$ cat src/rtl/sdb_pkg.sv
package sdb_pkg;

    localparam int unsigned DEF_NUM_BUF   = 8;
    localparam int unsigned DEF_BUF_BYTES = 4096;
    localparam int unsigned DEF_DATA_W    = 64;

    // Number of set qualifier bits; lanes beyond the stream width are zero.
    function automatic logic [7:0] lane_count(input logic [63:0] keep);
        logic [7:0] n;
        n = '0;
        for (int i = 0; i < 64; i++) begin
            n = n + 8'(keep[i]);
        end
        return n;
    endfunction

endpackage

$ cat src/rtl/sdb_pool.sv
module sdb_pool #(
    parameter  int unsigned NUM_BUF = sdb_pkg::DEF_NUM_BUF,
    localparam int unsigned IDX_W   = $clog2(NUM_BUF),
    localparam int unsigned OCC_W   = $clog2(NUM_BUF + 1)
) (
    input  logic             clk,
    input  logic             rst_n,
    input  logic             close_i,
    input  logic             rel_valid_i,
    input  logic [IDX_W-1:0] rel_idx_i,
    output logic [IDX_W-1:0] wr_ptr_o,
    output logic [IDX_W-1:0] rel_ptr_o,
    output logic [OCC_W-1:0] occ_o,
    output logic             full_o,
    output logic             rel_err_o
);

    localparam logic [IDX_W-1:0] IDX_ONE  = IDX_W'(1);
    localparam logic [OCC_W-1:0] OCC_ONE  = OCC_W'(1);
    localparam logic [OCC_W-1:0] OCC_FULL = OCC_W'(NUM_BUF);

    typedef struct packed {
        logic [IDX_W-1:0] wr_ptr;
        logic [IDX_W-1:0] rel_ptr;
        logic [OCC_W-1:0] occ;
        logic             rel_err;
    } pool_t;

    pool_t pool_d, pool_q;
    logic  rel_ok;

    always_comb begin
        pool_d = pool_q;
        rel_ok = rel_valid_i && (pool_q.occ != '0) && (rel_idx_i == pool_q.rel_ptr);
        pool_d.rel_err = rel_valid_i && !rel_ok;
        if (close_i) begin
            pool_d.wr_ptr = pool_q.wr_ptr + IDX_ONE;
        end
        if (rel_ok) begin
            pool_d.rel_ptr = pool_q.rel_ptr + IDX_ONE;
        end
        case ({close_i, rel_ok})
            2'b10:   pool_d.occ = pool_q.occ + OCC_ONE;
            2'b01:   pool_d.occ = pool_q.occ - OCC_ONE;
            default: pool_d.occ = pool_q.occ;
        endcase
    end

    always_ff @(posedge clk) begin
        if (!rst_n) begin
            pool_q <= '0;
        end else begin
            pool_q <= pool_d;
        end
    end

    assign wr_ptr_o  = pool_q.wr_ptr;
    assign rel_ptr_o = pool_q.rel_ptr;
    assign occ_o     = pool_q.occ;
    assign full_o    = (pool_q.occ == OCC_FULL);
    assign rel_err_o = pool_q.rel_err;

endmodule

$ cat src/rtl/sdb_fill.sv
module sdb_fill #(
    parameter  int unsigned NUM_BUF   = sdb_pkg::DEF_NUM_BUF,
    parameter  int unsigned BUF_BYTES = sdb_pkg::DEF_BUF_BYTES,
    parameter  int unsigned DATA_W    = sdb_pkg::DEF_DATA_W,
    localparam int unsigned IDX_W     = $clog2(NUM_BUF),
    localparam int unsigned OFF_W     = $clog2(BUF_BYTES),
    localparam int unsigned CNT_W     = OFF_W + 1,
    localparam int unsigned ADDR_W    = IDX_W + OFF_W,
    localparam int unsigned KEEP_W    = DATA_W / 8
) (
    input  logic              clk,
    input  logic              rst_n,
    input  logic              beat_i,
    input  logic              last_i,
    input  logic [KEEP_W-1:0] keep_i,
    input  logic [IDX_W-1:0]  wr_ptr_i,
    output logic              close_o,
    output logic [ADDR_W-1:0] mem_addr_o,
    output logic              desc_valid_o,
    output logic [ADDR_W-1:0] desc_addr_o,
    output logic [CNT_W-1:0]  desc_bytes_o,
    output logic              desc_eop_o
);

    localparam logic [CNT_W-1:0] CNT_FULL = CNT_W'(BUF_BYTES);
    localparam logic [CNT_W-1:0] BEAT_CNT = CNT_W'(KEEP_W);

    typedef struct packed {
        logic [CNT_W-1:0]  cnt;
        logic              dv;
        logic [ADDR_W-1:0] daddr;
        logic [CNT_W-1:0]  dbytes;
        logic              deop;
    } fill_t;

    fill_t            fill_d, fill_q;
    logic [CNT_W-1:0] beat_bytes;
    logic [CNT_W-1:0] new_cnt;
    logic             close;

    always_comb begin
        fill_d     = fill_q;
        beat_bytes = last_i ? CNT_W'(sdb_pkg::lane_count(64'(keep_i))) : BEAT_CNT;
        new_cnt    = fill_q.cnt + beat_bytes;
        close      = beat_i && (last_i || (new_cnt == CNT_FULL));
        fill_d.dv  = close;
        if (close) begin
            fill_d.daddr  = {wr_ptr_i, {OFF_W{1'b0}}};
            fill_d.dbytes = new_cnt;
            fill_d.deop   = last_i;
            fill_d.cnt    = '0;
        end else if (beat_i) begin
            fill_d.cnt    = new_cnt;
        end
    end

    always_ff @(posedge clk) begin
        if (!rst_n) begin
            fill_q <= '0;
        end else begin
            fill_q <= fill_d;
        end
    end

    assign close_o      = close;
    assign mem_addr_o   = {wr_ptr_i, fill_q.cnt[OFF_W-1:0]};
    assign desc_valid_o = fill_q.dv;
    assign desc_addr_o  = fill_q.daddr;
    assign desc_bytes_o = fill_q.dbytes;
    assign desc_eop_o   = fill_q.deop;

endmodule

$ cat src/rtl/stream_desc_builder.sv
module stream_desc_builder #(
    parameter  int unsigned NUM_BUF   = sdb_pkg::DEF_NUM_BUF,
    parameter  int unsigned BUF_BYTES = sdb_pkg::DEF_BUF_BYTES,
    parameter  int unsigned DATA_W    = sdb_pkg::DEF_DATA_W,
    localparam int unsigned IDX_W     = $clog2(NUM_BUF),
    localparam int unsigned OFF_W     = $clog2(BUF_BYTES),
    localparam int unsigned CNT_W     = OFF_W + 1,
    localparam int unsigned ADDR_W    = IDX_W + OFF_W,
    localparam int unsigned KEEP_W    = DATA_W / 8,
    localparam int unsigned OCC_W     = $clog2(NUM_BUF + 1)
) (
    input  logic              clk,
    input  logic              rst_n,
    input  logic [DATA_W-1:0] s_tdata,
    input  logic [KEEP_W-1:0] s_tkeep,
    input  logic              s_tvalid,
    input  logic              s_tlast,
    output logic              s_tready,
    output logic              mem_we,
    output logic [ADDR_W-1:0] mem_addr,
    output logic [DATA_W-1:0] mem_wdata,
    output logic [KEEP_W-1:0] mem_wstrb,
    output logic              desc_valid,
    output logic [ADDR_W-1:0] desc_addr,
    output logic [CNT_W-1:0]  desc_bytes,
    output logic              desc_eop,
    input  logic              rel_valid,
    input  logic [IDX_W-1:0]  rel_idx,
    output logic              rel_err
);

    logic             accept;
    logic             close;
    logic             full;
    logic [IDX_W-1:0] wr_ptr;
    logic [IDX_W-1:0] rel_ptr;
    logic [OCC_W-1:0] occ;

    assign s_tready  = !full;
    assign accept    = s_tvalid && !full;
    assign mem_we    = accept;
    assign mem_wdata = s_tdata;
    assign mem_wstrb = s_tkeep;

    sdb_fill #(
        .NUM_BUF   (NUM_BUF),
        .BUF_BYTES (BUF_BYTES),
        .DATA_W    (DATA_W)
    ) i_fill (
        .clk          (clk),
        .rst_n        (rst_n),
        .beat_i       (accept),
        .last_i       (s_tlast),
        .keep_i       (s_tkeep),
        .wr_ptr_i     (wr_ptr),
        .close_o      (close),
        .mem_addr_o   (mem_addr),
        .desc_valid_o (desc_valid),
        .desc_addr_o  (desc_addr),
        .desc_bytes_o (desc_bytes),
        .desc_eop_o   (desc_eop)
    );

    sdb_pool #(
        .NUM_BUF (NUM_BUF)
    ) i_pool (
        .clk         (clk),
        .rst_n       (rst_n),
        .close_i     (close),
        .rel_valid_i (rel_valid),
        .rel_idx_i   (rel_idx),
        .wr_ptr_o    (wr_ptr),
        .rel_ptr_o   (rel_ptr),
        .occ_o       (occ),
        .full_o      (full),
        .rel_err_o   (rel_err)
    );

endmodule

$ cat config.mk
export PLATFORM = sky130hd
export DESIGN_NAME = stream_desc_builder
export DESIGN_NICKNAME = d
export VERILOG_FILES = /design/src/rtl/sdb_pkg.sv /design/src/rtl/sdb_pool.sv /design/src/rtl/sdb_fill.sv /design/src/rtl/stream_desc_builder.sv
export SDC_FILE = /design/constraint.sdc
export NUM_CORES = 1
export LEC_CHECK = 0
export BUFFER_PORTS_ARGS = -buffer_cell sky130_fd_sc_hd__buf_2
export CORE_ASPECT_RATIO = 0.8
export CORE_MARGIN = 10
export CORE_UTILIZATION = 34
export CTS_CLUSTER_DIAMETER = 40
export DETAILED_ROUTE_END_ITERATION = 6
export PLACE_DENSITY_LB_ADDON = 0.15
export SYNTH_ARGS = -nofsm -noshare
export SYNTH_HDL_FRONTEND = slang
export SYNTH_SLANG_ARGS = --single-unit
$ cat constraint.sdc
create_clock -name clk -period 9.65 [get_ports clk]
set_clock_uncertainty 0.1 [all_clocks]
set_input_delay 1.93 -clock clk [delete_from_list [all_inputs] [get_ports clk]]
set_output_delay 1.93 -clock clk [all_outputs]
set_load 0.01 [all_outputs]
==> Yosys cells after proc, flatten, opt, wreduce, memory -nomap -nowiden <==
Index checks and enable logic that the tools add are counted.
{ "totals": {"reg_bits": 42, "mem_bits_rw": 0, "romBits": 0, "latch_bits": 0, "wordCells": 40, "out_inout_bits": 120, "memories": 0} }
{ "op_classes": {"shift": 0, "div": 0, "mul": 0, "n_eq_ne": 5, "n_bitwise": 1, "muxes": 2, "n_reduce_logical": 11, "n_lt_le_gt_ge": 0, "addsub": 12} }
{ "ops": {"columns": ["op", "count"], "rows": [
  ["adder 8 x 1 -> 8 bit", 6],
  ["adder 13 bit", 1],
  ["== test 13 bit (second input constant)", 1],
  ["two-way mux 8 bit", 1],
  ["case mux 4 bit (2 select lines)", 1],
  ["adder 3 x 1 -> 3 bit (second input constant)", 2],
  ["logical AND 1 bit", 5],
  ["adder 4 x 1 -> 4 bit (second input constant)", 1],
  ["== test 4 bit (second input constant)", 1],
  ["nonzero test 4 bit", 1],
  ["subtractor 4 x 1 -> 4 bit (second input constant)", 1],
  ["== test 3 bit", 1],
  ["adder 1 x 1 -> 2 bit", 1],
  ["== test 2 x 1 -> 1 bit (second input constant)", 1],
  ["== test 2 bit (second input constant)", 1],
  ["logical NOT 1 bit", 2],
  ["nonzero test 2 bit", 1],
  ["OR reduction 2 bit", 1],
  ["logical OR 1 bit", 1],
  ["NOT 1 bit", 1]
]} }

==> Logic depth before layout (Yosys ltp) <==
{ "depth": {"depth_word": 14, "depth_mapped": 23} }

==> Cells and area by module <==
From an unflattened synthesis, not the netlist that was laid out.
{ "hier_totals": {"hier_cells": 399, "area_unflattened_um2": 3363.2} }
{ "modules_own_cells": {"columns": ["mod", "n_inst", "seq_area_each_um2", "area_each_um2", "cells_per_inst"], "rows": [
  ["sdb_fill", 1, 620.6, 2202.1, 260],
  ["sdb_pool", 1, 220.2, 610.6, 65],
  ["stream_desc_builder", 1, 0.0, 550.5, 74]
]} }

==> Worst setup path before layout <==
No wires, ideal clock.
{ "synth_path": {"path_kind": "input -> register", "startpoint": "in s_tkeep[0]", "endpoint": "reg i_pool.pool_q (netlist bit i_pool.occ_o[3])", "stages": 21, "t_arrival_ns": 7.461, "setup_ns": 0.071, "required_time_ns": 9.479, "path_slack_ns": 2.019, "n_path_buf": 0, "path_cell_list": "ha_1 -> inv_1 -> fa_1 -> fa_1 -> fa_1 -> fa_1 -> nor2b_1 -> fa_1 -> a211oi_4 -> nor4_4 -> or3b_1 -> a2111o_1 -> o21ai_1 -> inv_1 -> ha_1 -> ha_1 -> a21o_1 -> a21oi_1 -> xnor2_1 -> or3_1 -> a21oi_1"} }
{ "synth_between": {"elab_chain_len": 14, "word_cells_on_any_way": 16, "cone_classes": "8 x add/sub; 3 x eq/ne; 2 x mux; 3 x reduce/logical"} }
{ "synth_lines": {"columns": ["item", "line", "source"], "rows": [
  ["start: declaration", "stream_desc_builder.sv:15", "input logic [KEEP_W-1:0] s_tkeep,"],
  ["adder 1 x 1 -> 2 bit (*)", "sdb_pkg.sv:12", "n = n + 8'(keep[i]);"],
  ["adder 8 x 1 -> 8 bit (*) (6 in a row)", "sdb_pkg.sv:12", null],
  ["two-way mux 8 bit (*)", "sdb_fill.sv:43", "beat_bytes = last_i ? CNT_W'(sdb_pkg::lane_count(64'(keep_i))) : BEAT_CNT;"],
  ["adder 13 bit (*)", "sdb_fill.sv:44", "new_cnt = fill_q.cnt + beat_bytes;"],
  ["== test 13 bit (*)", "sdb_fill.sv:45", "close = beat_i && (last_i || (new_cnt == CNT_FULL));"],
  ["logical OR 1 bit (*)", "sdb_fill.sv:45", null],
  ["logical AND 1 bit (*)", "sdb_fill.sv:45", null],
  ["== test 2 x 1 -> 1 bit / == test 2 bit (equally long branches)", "sdb_pool.sv:42", "case ({close_i, rel_ok})"],
  ["case mux 4 bit (2 select lines) / nonzero test 2 bit (equally long branches)", null, null],
  ["end signal: assignment", "sdb_pool.sv:53", "pool_q <= pool_d;"],
  ["end: declaration", "sdb_pool.sv:29", "pool_t pool_d, pool_q;"]
]} }
Mark *: on every way between the ends. The rest lies on a longest branch, timed or not.
A chain may end at the register's enable or synchronous reset.

==> Worst setup path in the final report <==
Ends and elaborated chain as after synthesis.

==> out/results.ini <==
[outcome]
status=complete, no violations

[setup_path]
crit_end=i_pool.occ_o[3]
r2r_start=i_fill.mem_addr_o[0]
startpoint_type=input pin
required_ns=9.77
crit_arrival_ns=8.18
ff2ff_setup_slack_ns=4.99
worstRegToRegCells=15
rr_endpoint=i_pool.occ_o[3]
crit_path_end_kind=flip-flop
crit_start=s_tkeep[0]
path_class=in2reg
path_max_fanout=15

[floorplan]
fp.dieW_um=133
dieArea_um2=14700
core_area_um2=9810
rows=32
io_pins=200
die_h_um=111
start_util_pct=35.5

[drt]
ant_nets=0
via_per_inst=4.67
first_pass_iters=4
avgRoutedWirePerCell_um=15.5
drt-initial-drc-count=125
drt_wl_total_um=7910
vias=2383
drc_errors=0

[final_layout]
multi_input_area_um2=1660
fin_nets=471
fin_cells=510
diodes=0
syn_to_final_growth_pct=-8.73
drive_above_1_share_pct=21.1
regArea_um2=841
nFillCells=1096

[cts]
clk_latency_ns=0.29
cts_tree=built
postCtsSetupRepairBufs=0
cts_num_sinks=42
hold_buffers=0
cts_buffers=5
htree_levels=2
cts_root_buffer=clkbuf_16
cts_resized=0
clock_path_buffers=2
path_clk_slew_ns=0.06

[sta]
setup_viol=0
tightestPinTransition_ns=0.709
hold_viol=0
rsz0062_at_grt=no
finalSetupTns_ns=0
fin_crit_sh_pct=83.5
slew_headroom_pct=52.7
fmax_mhz=124
drv_slew=0
period_needed_ns=8.06

[pwr]
p_comb_share_pct=18.0
power_frac_seq_pct=42.3
pwr_density_cell_nw_per_um2=136
swShare_pct=29.4
clkPwrFrac_pct=39.6
p_leak_nw=1.36
p_sw_mw=0.127
vdd_ir_drop_max_mv=0.0544
intPower_mw=0.304

[logic_synthesis]
synth_cell_type_count=54
async_flop_share_pct=0
synthCells=429
synth_edf_count=0
synth_top_area_share_pct=24.8
synthTopCellsByCount=buf_4, dfxtp_1, nor2_1
ys_warn_count=0
synth_area_leaders=buf_4, dfxtp_1, ha_1
syn_area_um2=3480
syn_area_per_cell_um2=8.12
synth_top_area_cell=buf_4
yosysSeqAreaShare_pct=24.1
synth_top_flop_cell=dfxtp_1
synth_most_common_cell=buf_4
ys_seq_elements=42

[global_route]
grt_antenna_before_repair=0
track_usage_pct=10.5
grt_pass1_vias=2438
grt_max_degree=37
grt_pass1_wl_um=12900
overflow=0

[run]
cap_violations=0

[place]
numPortBuffers=59
place_hpwl_um=5970
place_congestion=0.771
dpl.cell_count=502

[hold_path]
hold_path.class=reg2reg
hold_path_depth=2

-- cell type report --
type,instances,area share (%)
flip-flops and latches,42,26.4
inverters,18,2.12
clock buffers,6,4.05
well taps,136,5.35
multi-input cells,246,52.1
repair buffers,60,9.52
clock inverters,2,0.433
-- cell usage in the layout, fill, tap and decap left out, types with 9 or more instances in the layout --
master	synthesis	routed
nor2_1	28	28
o21ai_0	16	16
a21oi_1	19	19
conb_1	1	12
buf_2	3	59
xor2_1	9	9
inv_1	18	18
ha_1	12	12
nand3_1	24	24
nand2_1	22	22
xnor2_1	15	15
dfxtp_1	42	42
-- cell families (layout without fill, tap and decap cells) --
logic type | count (synthesis) | count (layout) | synth area share (%)
xor gates and xnor gates | 24 | 24 | 6.03
buffers and inverters | 152 | 86 | 29.5
other | 1 | 12 | 0.108
DFF | 42 | 42 | 24.1
and+or+nand+nor | 119 | 119 | 17.8
AOI/OAI and AO/OA | 71 | 71 | 14.0
muxes | 2 | 2 | 0.575
adders and majority gates | 18 | 18 | 7.76
-- routing by layer --
layer	up-vias	share of wire (%)	track usage [%]
met5	-	0	0
met4	0	1.3	4.03
met3	17	6.1	3.53
met2	73	43	15.6
met1	1086	49	13.8
li1	1207	-	-
-- worst min-delay path by stage --
| stage | from | to | slack [ns] |
|---|---|---|---|
| 2_1_floorplan | i_fill.desc_bytes_o[4] | i_fill.desc_bytes_o[4] | 0.34 |
| 3_3_place_gp | i_fill.desc_eop_o | i_fill.desc_eop_o | 0.34 |
| 3_5_place_dp | i_fill.desc_eop_o | i_fill.desc_eop_o | 0.35 |
| 4_1_cts | i_fill.desc_eop_o | i_fill.desc_eop_o | 0.36 |
| 5_1_grt | i_fill.desc_eop_o | i_fill.desc_eop_o | 0.39 |
| 6_report | i_fill.desc_eop_o | i_fill.desc_eop_o | 0.35 |
-- state kept, by name, summed over array words and instances (netlist names) --
name,cells
i_pool.occ_o,4
i_fill.desc_eop_o,1
i_fill.desc_bytes_o,13
i_fill.desc_addr_o,3
i_pool.wr_ptr_o,3
i_pool.rel_ptr_o,3
i_fill.fill_q,1
i_fill.mem_addr_o,12
i_pool.rel_err_o,1
i_fill.desc_valid_o,1
-- metrics by stage --
step	instance area, um^2	hold WS, ns	utilization [%]	power, mW	setup slack [ns]
after global routing	3180	0.390	32.4	0.454	1.22
after CTS	3180	0.356	32.4	0.436	1.54
after detailed placement	3040	0.348	31.0	0.265	1.25
after global placement	3040	0.337	31.0	0.265	1.38
final	3180	0.349	32.4	0.431	1.59
after floorplan	3530	0.340	-	0.279	2.02
-- power groups by stage --
| stage | combinational [mW] | sequential (mW) | clock [mW] |
|---|---|---|---|
| after detailed placement | 0.0786 | 0.186 | 0 |
| after global routing | 0.0892 | 0.183 | 0.182 |
| after global placement | 0.0783 | 0.186 | 0 |
| after CTS | 0.0790 | 0.182 | 0.174 |
| after floorplan | 0.0927 | 0.186 | 0 |
| final | 0.0778 | 0.182 | 0.171 |
-- critical path, stage by stage --
cell and delay, ns:
buf_2 0.10, ha_1 0.26, inv_1 0.04, fa_1 0.49
fa_1 0.43, fa_1 0.41, fa_1 0.49, nor2b_1 0.06
fa_1 0.47, a211oi_4 0.48, nor4_4 0.14, or3b_1 0.38
a2111o_1 0.62, o21ai_1 0.37, inv_1 0.09, ha_1 0.25
ha_1 0.28, a21o_1 0.17, a21oi_1 0.16, xnor2_1 0.09
or3_1 0.31, a21oi_1 0.13
No activity file was read; power rests on OpenSTA's default activity.
